**src/rtl/credit_tx_pkg.sv**
```systemverilog
package credit_tx_pkg;
  // action chosen by the gate each cycle; send and return never coincide
  typedef enum logic [1:0] {
    ACT_IDLE   = 2'd0,
    ACT_SEND   = 2'd1,
    ACT_RETURN = 2'd2
  } act_e;
endpackage

```
**src/rtl/credit_tx_gate.sv**
```systemverilog
module credit_tx_gate
  import credit_tx_pkg::*;
(
  input  logic cnt_nz,
  input  logic flush_req,
  input  logic up_valid,
  output logic up_ready,
  output act_e act
);
  logic flushing;

  assign flushing = flush_req && cnt_nz;
  assign up_ready = cnt_nz && !flush_req;

  always_comb begin
    act = ACT_IDLE;
    if (flushing)                  act = ACT_RETURN;
    else if (up_ready && up_valid) act = ACT_SEND;
  end
endmodule

```
**src/rtl/credit_tx_counter.sv**
```systemverilog
module credit_tx_counter #(
  parameter int CRED_W     = 4,
  parameter int MAX_CREDIT = 15,
  parameter int CNT_W      = 4
) (
  input  logic              clk,
  input  logic              rst_n,
  input  logic              upd,
  input  logic [CRED_W-1:0] amt,
  input  logic              spend,
  output logic [CNT_W-1:0]  cnt_q,
  output logic              ovf_q
);
  localparam int SUM_W = ((CNT_W > CRED_W) ? CNT_W : CRED_W) + 1;
  localparam logic [SUM_W-1:0] CEIL = SUM_W'(MAX_CREDIT);

  // unclamped next count: old + grant - spent credit
  function automatic logic [SUM_W-1:0] raw_next(
    input logic [CNT_W-1:0]  c,
    input logic              u,
    input logic [CRED_W-1:0] a,
    input logic              d
  );
    logic [SUM_W-1:0] add;
    add = u ? SUM_W'(a) : '0;
    return SUM_W'(c) + add - SUM_W'(d);
  endfunction

  logic [SUM_W-1:0] sum;
  logic             over;

  assign sum  = raw_next(cnt_q, upd, amt, spend);
  assign over = sum > CEIL;

  always_ff @(posedge clk) begin
    if (!rst_n) begin
      cnt_q <= '0;
      ovf_q <= 1'b0;
    end else begin
      cnt_q <= over ? CNT_W'(MAX_CREDIT) : sum[CNT_W-1:0];
      if (over) ovf_q <= 1'b1;
    end
  end
endmodule

```
**src/rtl/credit_tx_beat_reg.sv**
```systemverilog
module credit_tx_beat_reg
  import credit_tx_pkg::*;
#(
  parameter int DATA_W = 8,
  parameter int ERR_W  = 1
) (
  input  logic              clk,
  input  logic              rst_n,
  input  act_e              act,
  input  logic [DATA_W-1:0] d_in,
  input  logic              sop_in,
  input  logic              eop_in,
  input  logic [ERR_W-1:0]  err_in,
  output logic              v_out,
  output logic [DATA_W-1:0] d_out,
  output logic              sop_out,
  output logic              eop_out,
  output logic [ERR_W-1:0]  err_out,
  output logic              ret_out
);
  logic take;
  assign take = (act == ACT_SEND);

  always_ff @(posedge clk) begin
    if (!rst_n) begin
      v_out   <= 1'b0;
      d_out   <= '0;
      sop_out <= 1'b0;
      eop_out <= 1'b0;
      err_out <= '0;
      ret_out <= 1'b0;
    end else begin
      v_out   <= take;
      ret_out <= (act == ACT_RETURN);
      if (take) begin
        d_out   <= d_in;
        sop_out <= sop_in;
        eop_out <= eop_in;
        err_out <= err_in;
      end
    end
  end
endmodule

```
**src/rtl/credit_tx_source.sv**
```systemverilog
module credit_tx_source
  import credit_tx_pkg::*;
#(
  parameter int DATA_W     = 8,
  parameter int ERR_W      = 1,
  parameter int CRED_W     = 4,
  parameter int MAX_CREDIT = 15
) (
  input  logic              clk,
  input  logic              rst_n,
  input  logic              up_valid,
  output logic              up_ready,
  input  logic [DATA_W-1:0] up_data,
  input  logic              up_sop,
  input  logic              up_eop,
  input  logic [ERR_W-1:0]  up_err,
  input  logic              cr_update,
  input  logic [CRED_W-1:0] cr_amount,
  input  logic              flush_req,
  output logic              tx_valid,
  output logic [DATA_W-1:0] tx_data,
  output logic              tx_sop,
  output logic              tx_eop,
  output logic [ERR_W-1:0]  tx_err,
  output logic              tx_return,
  output logic              ovf_flag
);
  localparam int CNT_W = $clog2(MAX_CREDIT + 1);

  // named internal events, watched by the bound checker
  logic [CNT_W-1:0] cnt_q;
  logic             cnt_nz;
  logic             send_fire;
  logic             ret_fire;
  act_e             act;

  assign cnt_nz    = (cnt_q != '0);
  assign send_fire = (act == ACT_SEND);
  assign ret_fire  = (act == ACT_RETURN);

  credit_tx_gate u_gate (
    .cnt_nz    (cnt_nz),
    .flush_req (flush_req),
    .up_valid  (up_valid),
    .up_ready  (up_ready),
    .act       (act)
  );

  credit_tx_counter #(
    .CRED_W     (CRED_W),
    .MAX_CREDIT (MAX_CREDIT),
    .CNT_W      (CNT_W)
  ) u_cnt (
    .clk   (clk),
    .rst_n (rst_n),
    .upd   (cr_update),
    .amt   (cr_amount),
    .spend (send_fire || ret_fire),
    .cnt_q (cnt_q),
    .ovf_q (ovf_flag)
  );

  credit_tx_beat_reg #(
    .DATA_W (DATA_W),
    .ERR_W  (ERR_W)
  ) u_beat (
    .clk     (clk),
    .rst_n   (rst_n),
    .act     (act),
    .d_in    (up_data),
    .sop_in  (up_sop),
    .eop_in  (up_eop),
    .err_in  (up_err),
    .v_out   (tx_valid),
    .d_out   (tx_data),
    .sop_out (tx_sop),
    .eop_out (tx_eop),
    .err_out (tx_err),
    .ret_out (tx_return)
  );
endmodule

```
**config.mk**
```make
export PLATFORM = sky130hd
export DESIGN_NAME = credit_tx_source
export DESIGN_NICKNAME = d
export VERILOG_FILES = /design/src/rtl/credit_tx_pkg.sv /design/src/rtl/credit_tx_gate.sv /design/src/rtl/credit_tx_counter.sv /design/src/rtl/credit_tx_beat_reg.sv /design/src/rtl/credit_tx_source.sv
export SDC_FILE = /design/constraint.sdc
export NUM_CORES = 1
export LEC_CHECK = 0
export BUFFER_PORTS_ARGS = -buffer_cell sky130_fd_sc_hd__buf_2
export CAP_MARGIN = 20
export CORE_ASPECT_RATIO = 1.2
export CORE_MARGIN = 4
export CORE_UTILIZATION = 51
export CTS_BUF_LIST = sky130_fd_sc_hd__clkbuf_8
export DETAILED_ROUTE_END_ITERATION = 12
export PLACE_DENSITY = 0.87
export SLEW_MARGIN = 5
export SYNTH_ARGS = -nofsm -noshare
export SYNTH_HDL_FRONTEND = slang
export SYNTH_SLANG_ARGS = --single-unit
```
**constraint.sdc**
```tcl
create_clock -name clk -period 4 [get_ports clk]
set_input_delay 0.4 -clock clk [delete_from_list [all_inputs] [get_ports clk]]
set_output_delay 0.4 -clock clk [all_outputs]
set_load 0.01 [all_outputs]
```
==> results of run 1 <==
-- critical path: stages, from the launching register on --
cell	delay (ns)
dfxtp_1	0.34
nor4_2	0.27
buf_4	0.23
nor2_1	0.07
ha_1	0.26
inv_1	0.04
ha_1	0.20
fa_1	0.47
nand3_1	0.22
and2_1	0.25
o2111ai_1	0.16
-- layout by cell type (no fill, tap or decap), drive strengths merged --
cell type | Yosys | final
a211o | 1 | 1
a211oi | 8 | 8
a21oi | 13 | 13
and2 | 2 | 2
and3 | 1 | 1
buf | 3 | 36
clkbuf | 2 | 4
clkinv | 1 | 1
dfxtp | 18 | 18
fa | 1 | 1
ha | 8 | 8
inv | 12 | 12
nand2 | 4 | 4
nand2b | 1 | 1
nand3 | 13 | 13
nand4 | 2 | 2
nor2 | 7 | 7
nor2b | 1 | 1
nor3 | 1 | 1
nor4 | 1 | 1
o2111ai | 1 | 1
o21ai | 11 | 11
or4 | 1 | 1
xor2 | 1 | 1
-- path summary, 6_finish.rpt --
check / start / end / slack [ns] / depth (start not counted)
max: u_cnt.cnt_q[3] / u_cnt.cnt_q[3] / 1.36 / 10
min: up_eop / u_beat.eop_out / 0.39 / 3
max reg2reg: u_cnt.cnt_q[3] / u_cnt.cnt_q[3] / 1.36 / 10
min reg2reg: u_beat.sop_out / u_beat.sop_out / 0.46 / 2
-- flip-flops by register name, summed over array words and instances (netlist names) --
register and count:
u_beat.d_out 8, u_cnt.cnt_q 4, u_beat.eop_out 1, u_beat.err_out 1, u_beat.ret_out 1, u_beat.sop_out 1, u_beat.v_out 1, u_cnt.ovf_q 1
-- routing by layer --
metal  track usage (%)  wire [um]  up-vias
li1                  -          -      474
met1              16.4        901      435
met2              34.1       1290       35
met3              4.18        145        0
met4              4.88          0        0
met5                 0          0        -
-- power by group --
part	total (mW)	internal, mW	switching, mW
combinational	0.436	0.171	0.265
sequential	0.249	0.219	0.0294
clock	0.143	0.0872	0.0557
-- layout make-up --
cell class	instances	area share, %
Inverter	13	3.88
Tap cell	19	1.89
Clock buffer	4	4.37
Timing Repair Buffer	36	14.7
Sequential cell	18	28.6
Multi-Input combinational cell	78	46.5
-- synthesized netlist by cell type --
cell type,instances
nor2_1,7
nor3_1,1
o2111ai_1,1
fa_1,1
a211o_1,1
inv_1,12
clkbuf_2,1
o21ai_1,6
o21ai_0,4
clkbuf_1,1
a211oi_1,8
nand4_1,2
nor4_2,1
xor2_1,1
o21ai_2,1
or4_4,1
a21oi_2,7
a21oi_1,6
and3_1,1
dfxtp_1,18
nand3_1,3
buf_6,3
nand3_2,10
ha_1,8
nor2b_1,1
nand2_1,4
clkinv_1,1
nand2b_1,1
and2_1,2
-- metrics by stage --
stage | utilization [%] | cells | worst slack (ns) | cell area (um2) | power [mW]
after global placement | 63.2 | 163 | 1.52 | 1200 | 0.660
after CTS | 66.1 | 167 | 1.37 | 1250 | 0.828
after global routing | 66.5 | 168 | 1.22 | 1260 | 0.893
after detailed placement | 63.2 | 163 | 1.37 | 1200 | 0.682
final | 66.5 | 168 | 1.36 | 1260 | 0.828
after floorplan | - | 114 | 1.49 | 1040 | 0.584
-- cell families after synthesis --
kind of cell / count (synthesis) / synth area share (%)
adder cells (fa/ha/maj): 9 / 11.6
flip-flops: 18 / 34.7
XOR/XNOR: 1 / 0.845
buffers and inverters: 18 / 8.80
AO/OA/AOI/OAI: 34 / 22.0
AND/OR/NAND/NOR: 34 / 22.1
==> results.json, run 1 <==
{
  "status": "complete, no violations",
  "postCtsResizedCells": 0,
  "hold_class": "input pin to flop",
  "layout-drive-gt1-share_pct": 40.3,
  "crit_required_ns": 4.11,
  "syn_inst": 114,
  "finalHoldViolations": 0,
  "routed_wl_mm": 2.33,
  "worst_pin_slew_ns": 0.579,
  "via_per_inst": 5.62,
  "rsz0062_at_grt": "false",
  "drc": 0,
  "holdWs_ns": 0.387,
  "clkSlewWorstSetupHoldPaths_ns": 0.06,
  "pwr_density_cell_nw_per_um2": 658,
  "max_cap_viol_count": 0,
  "cts_setup_buffers": 0,
  "cts_buffers": 3,
  "worstSetupPathType": "flop to flop",
  "drt_iter0_markers": 15,
  "num_antenna_cells": 0,
  "finalSetupViolations": 0,
  "cts_buffer_depth": 2,
  "vdd_ir_drop_max_v": 0.000428,
  "core-area_um2": 1890,
  "die_area_um2": 2820,
  "ant_nets": 0,
  "initial_core_util_pct": 54.8,
  "slew_viol_final": 0,
  "yosysTopAreaCell": "dfxtp_1",
  "crit_path_start_kind": "flop",
  "synth_area_um2": 1040,
  "synth.area.top_cells": "dfxtp_1 (35%), ha_1 (9.7%), nand3_2 (9.7%)",
  "timing.final.crit_share_pct": 66.1,
  "top_level_ports": 35,
  "fmax_ghz": 0.378,
  "die_w_um": 49.2,
  "port_buffers": 34,
  "finalSetupTns_ns": 0,
  "syn_nets": 143,
  "synth.distinct_cells": 29,
  "track_usage_pct": 16.9,
  "cp_max_fo": 14,
  "nFillCells": 165,
  "htreeDepth": 1,
  "gp_congestion": 0.860,
  "worstPathArrival_ns": 2.76,
  "grt_pass1_vias": 952,
  "wl_per_cell_um": 13.9,
  "tritoncts": "built",
  "drtPass1Iterations": 4,
  "cp-end-kind": "flop",
  "clock_latency_ns": 0.25,
  "layout.area.seq_um2": 360,
  "syn_avg_cell_area_um2": 9.10,
  "die_height_um": 57.4,
  "multi_input_area_um2": 586,
  "grt_max_degree": 18,
  "syn2layout_area_growth_pct": 21.4,
  "fin_nets": 179,
  "fin_worst_skew_ns": 0.00223,
  "finalCriticalPeriod_ns": 2.64,
  "antenna_found_initial": 0,
  "dp_hpwl_mm": 1.82,
  "ys_seq_elements": 18,
  "ys_seq_area_share_pct": 34.7,
  "clock_sinks": 18,
  "vias": 944,
  "relSlewSlack_pct": 61.3,
  "yosys_warnings": 0,
  "grt_pass1_wl_mm": 3.84,
  "cts-root-buf": "clkbuf_8",
  "power.leakage_nw": 0.572,
  "yosysTopAreaCellShare_pct": 34.7,
  "cts_hold_buffers": 0,
  "rows": 17,
  "grt-ovfl-total": 0
}
(Power assumes the default switching activity.)
==> inputs of run 2 (changes only) <==
==> constraint.sdc (replaced) <==
create_clock -name clk -period 2.6 [get_ports clk]
set_input_delay 0.26 -clock clk [delete_from_list [all_inputs] [get_ports clk]]
set_output_delay 0.26 -clock clk [all_outputs]
set_load 0.01 [all_outputs]
==> results.json, run 2 (synthesis gave the netlist of run 1 again) <==
{
  "relSlewSlack_pct": 62.7,
  "layout_commonest_cell": "buf_2",
  "worstPathArrival_ns": 2.51,
  "syn2layout_area_growth_pct": 22.8,
  "power.leakage_nw": 0.575,
  "wl_per_cell_um": 13.8,
  "layout.area.seq_um2": 360,
  "top_register": "u_beat.d_out",
  "largest_reg_flops": 8,
  "ant_nets": 0,
  "worstSetupPathType": "flop to flop",
  "setup_ws_ns": 0.206,
  "top_level_ports": 35,
  "max_cap_viol_count": 0,
  "dp_hpwl_mm": 1.84,
  "via_per_inst": 5.58,
  "finalSetupTns_ns": 0,
  "finalHoldViolations": 0,
  "worstSetupStartpoint": "u_cnt.cnt_q[3]",
  "cp-end-kind": "flop",
  "grt-ovfl-total": 0,
  "power.share.switching_pct": 42.3,
  "crit_path_start_kind": "flop",
  "clkSlewWorstSetupHoldPaths_ns": 0.06,
  "cts_setup_buffers": 0,
  "postCtsResizedCells": 0,
  "intPower_uw": 751,
  "num_antenna_cells": 0,
  "final_cell_mix": "buf_2 (34), dfxtp_1 (18), inv_1 (12)",
  "r2r-end": "u_cnt.cnt_q[2]",
  "grt_pass1_wl_mm": 3.95,
  "timing.rr.start": "u_cnt.cnt_q[3]",
  "clock_sinks": 18,
  "status": "complete, no violations",
  "cts_hold_buffers": 0,
  "reg.largest.list": "u_beat.d_out x8, u_cnt.cnt_q x4",
  "vdd_ir_drop_max_v": 0.000716,
  "cp_max_fo": 3,
  "nFillCells": 171,
  "core-area_um2": 1890,
  "grt_max_degree": 18,
  "pre_cts_ws_ns": 0.160,
  "rows": 17,
  "cts-root-buf": "clkbuf_8",
  "fin_worst_skew_ns": 0.000680,
  "drc": 0,
  "multi_input_area_um2": 601,
  "clock_latency_ns": 0.25,
  "port_buffers": 34,
  "finalSetupViolations": 0,
  "cp_cell_sequence": "nor4_4 -> nor2_1 -> ha_1 -> inv_1 -> ha_1 -> fa_1 -> xor2_1 -> a211oi_1 -> a211oi_1",
  "fin_nets": 179,
  "timing.final.crit_share_pct": 92.1,
  "vias": 938,
  "antenna_found_initial": 0,
  "fmax_ghz": 0.418,
  "seqPwrFrac_pct": 30.2,
  "crit_required_ns": 2.72,
  "slowest_delay_ns": 0.48,
  "post-route-util_pct": 67.3,
  "power.switching_uw": 551,
  "cts_buffers": 3,
  "r2r_slack_ns": 0.21,
  "die_area_um2": 2820,
  "reg2reg_depth": 9,
  "die_w_um": 49.2,
  "comb_power_share_pct": 52.8,
  "finalCriticalPeriod_ns": 2.39,
  "hold_class": "input pin to flop",
  "worst_pin_slew_ns": 0.557,
  "gp_congestion": 0.849,
  "cp-endpoint": "u_cnt.cnt_q[2]",
  "drt_iter0_markers": 10,
  "die_height_um": 57.4,
  "power_frac_clock_pct": 17.0,
  "cts_buffer_depth": 2,
  "layout-drive-gt1-share_pct": 41.6,
  "pwr_density_cell_nw_per_um2": 1020,
  "slew_viol_final": 0,
  "initial_core_util_pct": 54.8,
  "slowest_stage": "fa_1",
  "tritoncts": "built",
  "routed_wl_mm": 2.32,
  "htreeDepth": 1,
  "track_usage_pct": 17.9,
  "rsz0062_at_grt": "false",
  "drtPass1Iterations": 3,
  "holdWs_ns": 0.247,
  "grt_pass1_vias": 944
}
==> run 2: cell counts in the layout (fill, tap and decap cells not counted) <==
No cell type changed its count.
==> run 2: power by group through the flow <==
stage | Clock [mW] | Sequential (mW) | Combinational [mW]
after floorplan | 0 | 0.392 | 0.507
after global placement | 0 | 0.383 | 0.631
after detailed placement | 0 | 0.387 | 0.671
after CTS | 0.228 | 0.384 | 0.674
after global routing | 0.249 | 0.400 | 0.774
final | 0.221 | 0.394 | 0.687
==> run 2: through the flow <==
stage	power, mW	instances	instance area [um2]
6_report	1.30	168	1270
3_5_place_dp	1.06	164	1200
2_1_floorplan	0.898	114	1040
4_1_cts	1.29	168	1260
5_1_grt	1.42	168	1270
3_3_place_gp	1.01	164	1200
==> run 2: how the worst min path moves through the flow <==
| stage | start | slack [ns] | end | depth (start not counted) |
|---|---|---|---|---|
| 6_report | up_data[1] | 0.25 | u_beat.d_out[1] | 3 |
| 5_1_grt | up_data[1] | 0.23 | u_beat.d_out[1] | 3 |
| 3_3_place_gp | u_beat.sop_out | 0.45 | u_beat.sop_out | 2 |
| 4_1_cts | up_data[1] | 0.24 | u_beat.d_out[1] | 3 |
| 2_1_floorplan | up_data[0] | 0.39 | u_beat.d_out[0] | 2 |
| 3_5_place_dp | u_beat.sop_out | 0.47 | u_beat.sop_out | 2 |
==> run 2: per-layer routing <==
metal  up-vias  part of all wire (%)  global-route usage [%]
li1        474                     -                       -
met1       441                    38                    16.2
met2        23                    57                    36.2
met3         0                   4.9                    6.27
met4         0                     0                    5.28
met5         -                     0                       0
==> run 2: critical path: cells and delay by family (launching register included) <==
family	cells	cell delay, ns
AOI/OAI and AO/OA	2	0.33
xor gates and xnor gates	1	0.20
adders and majority gates	3	0.96
buffers and inverters	1	0.04
DFF	1	0.35
and+or+nand+nor	2	0.38
==> run 2: area by class of cell <==
type / count / share of cell area (%)
inverter: 13 / 3.83
sequential: 18 / 28.3
clock buffer: 4 / 4.32
tap: 19 / 1.87
multi-input combinational: 78 / 47.2
timing repair buffer: 36 / 14.5
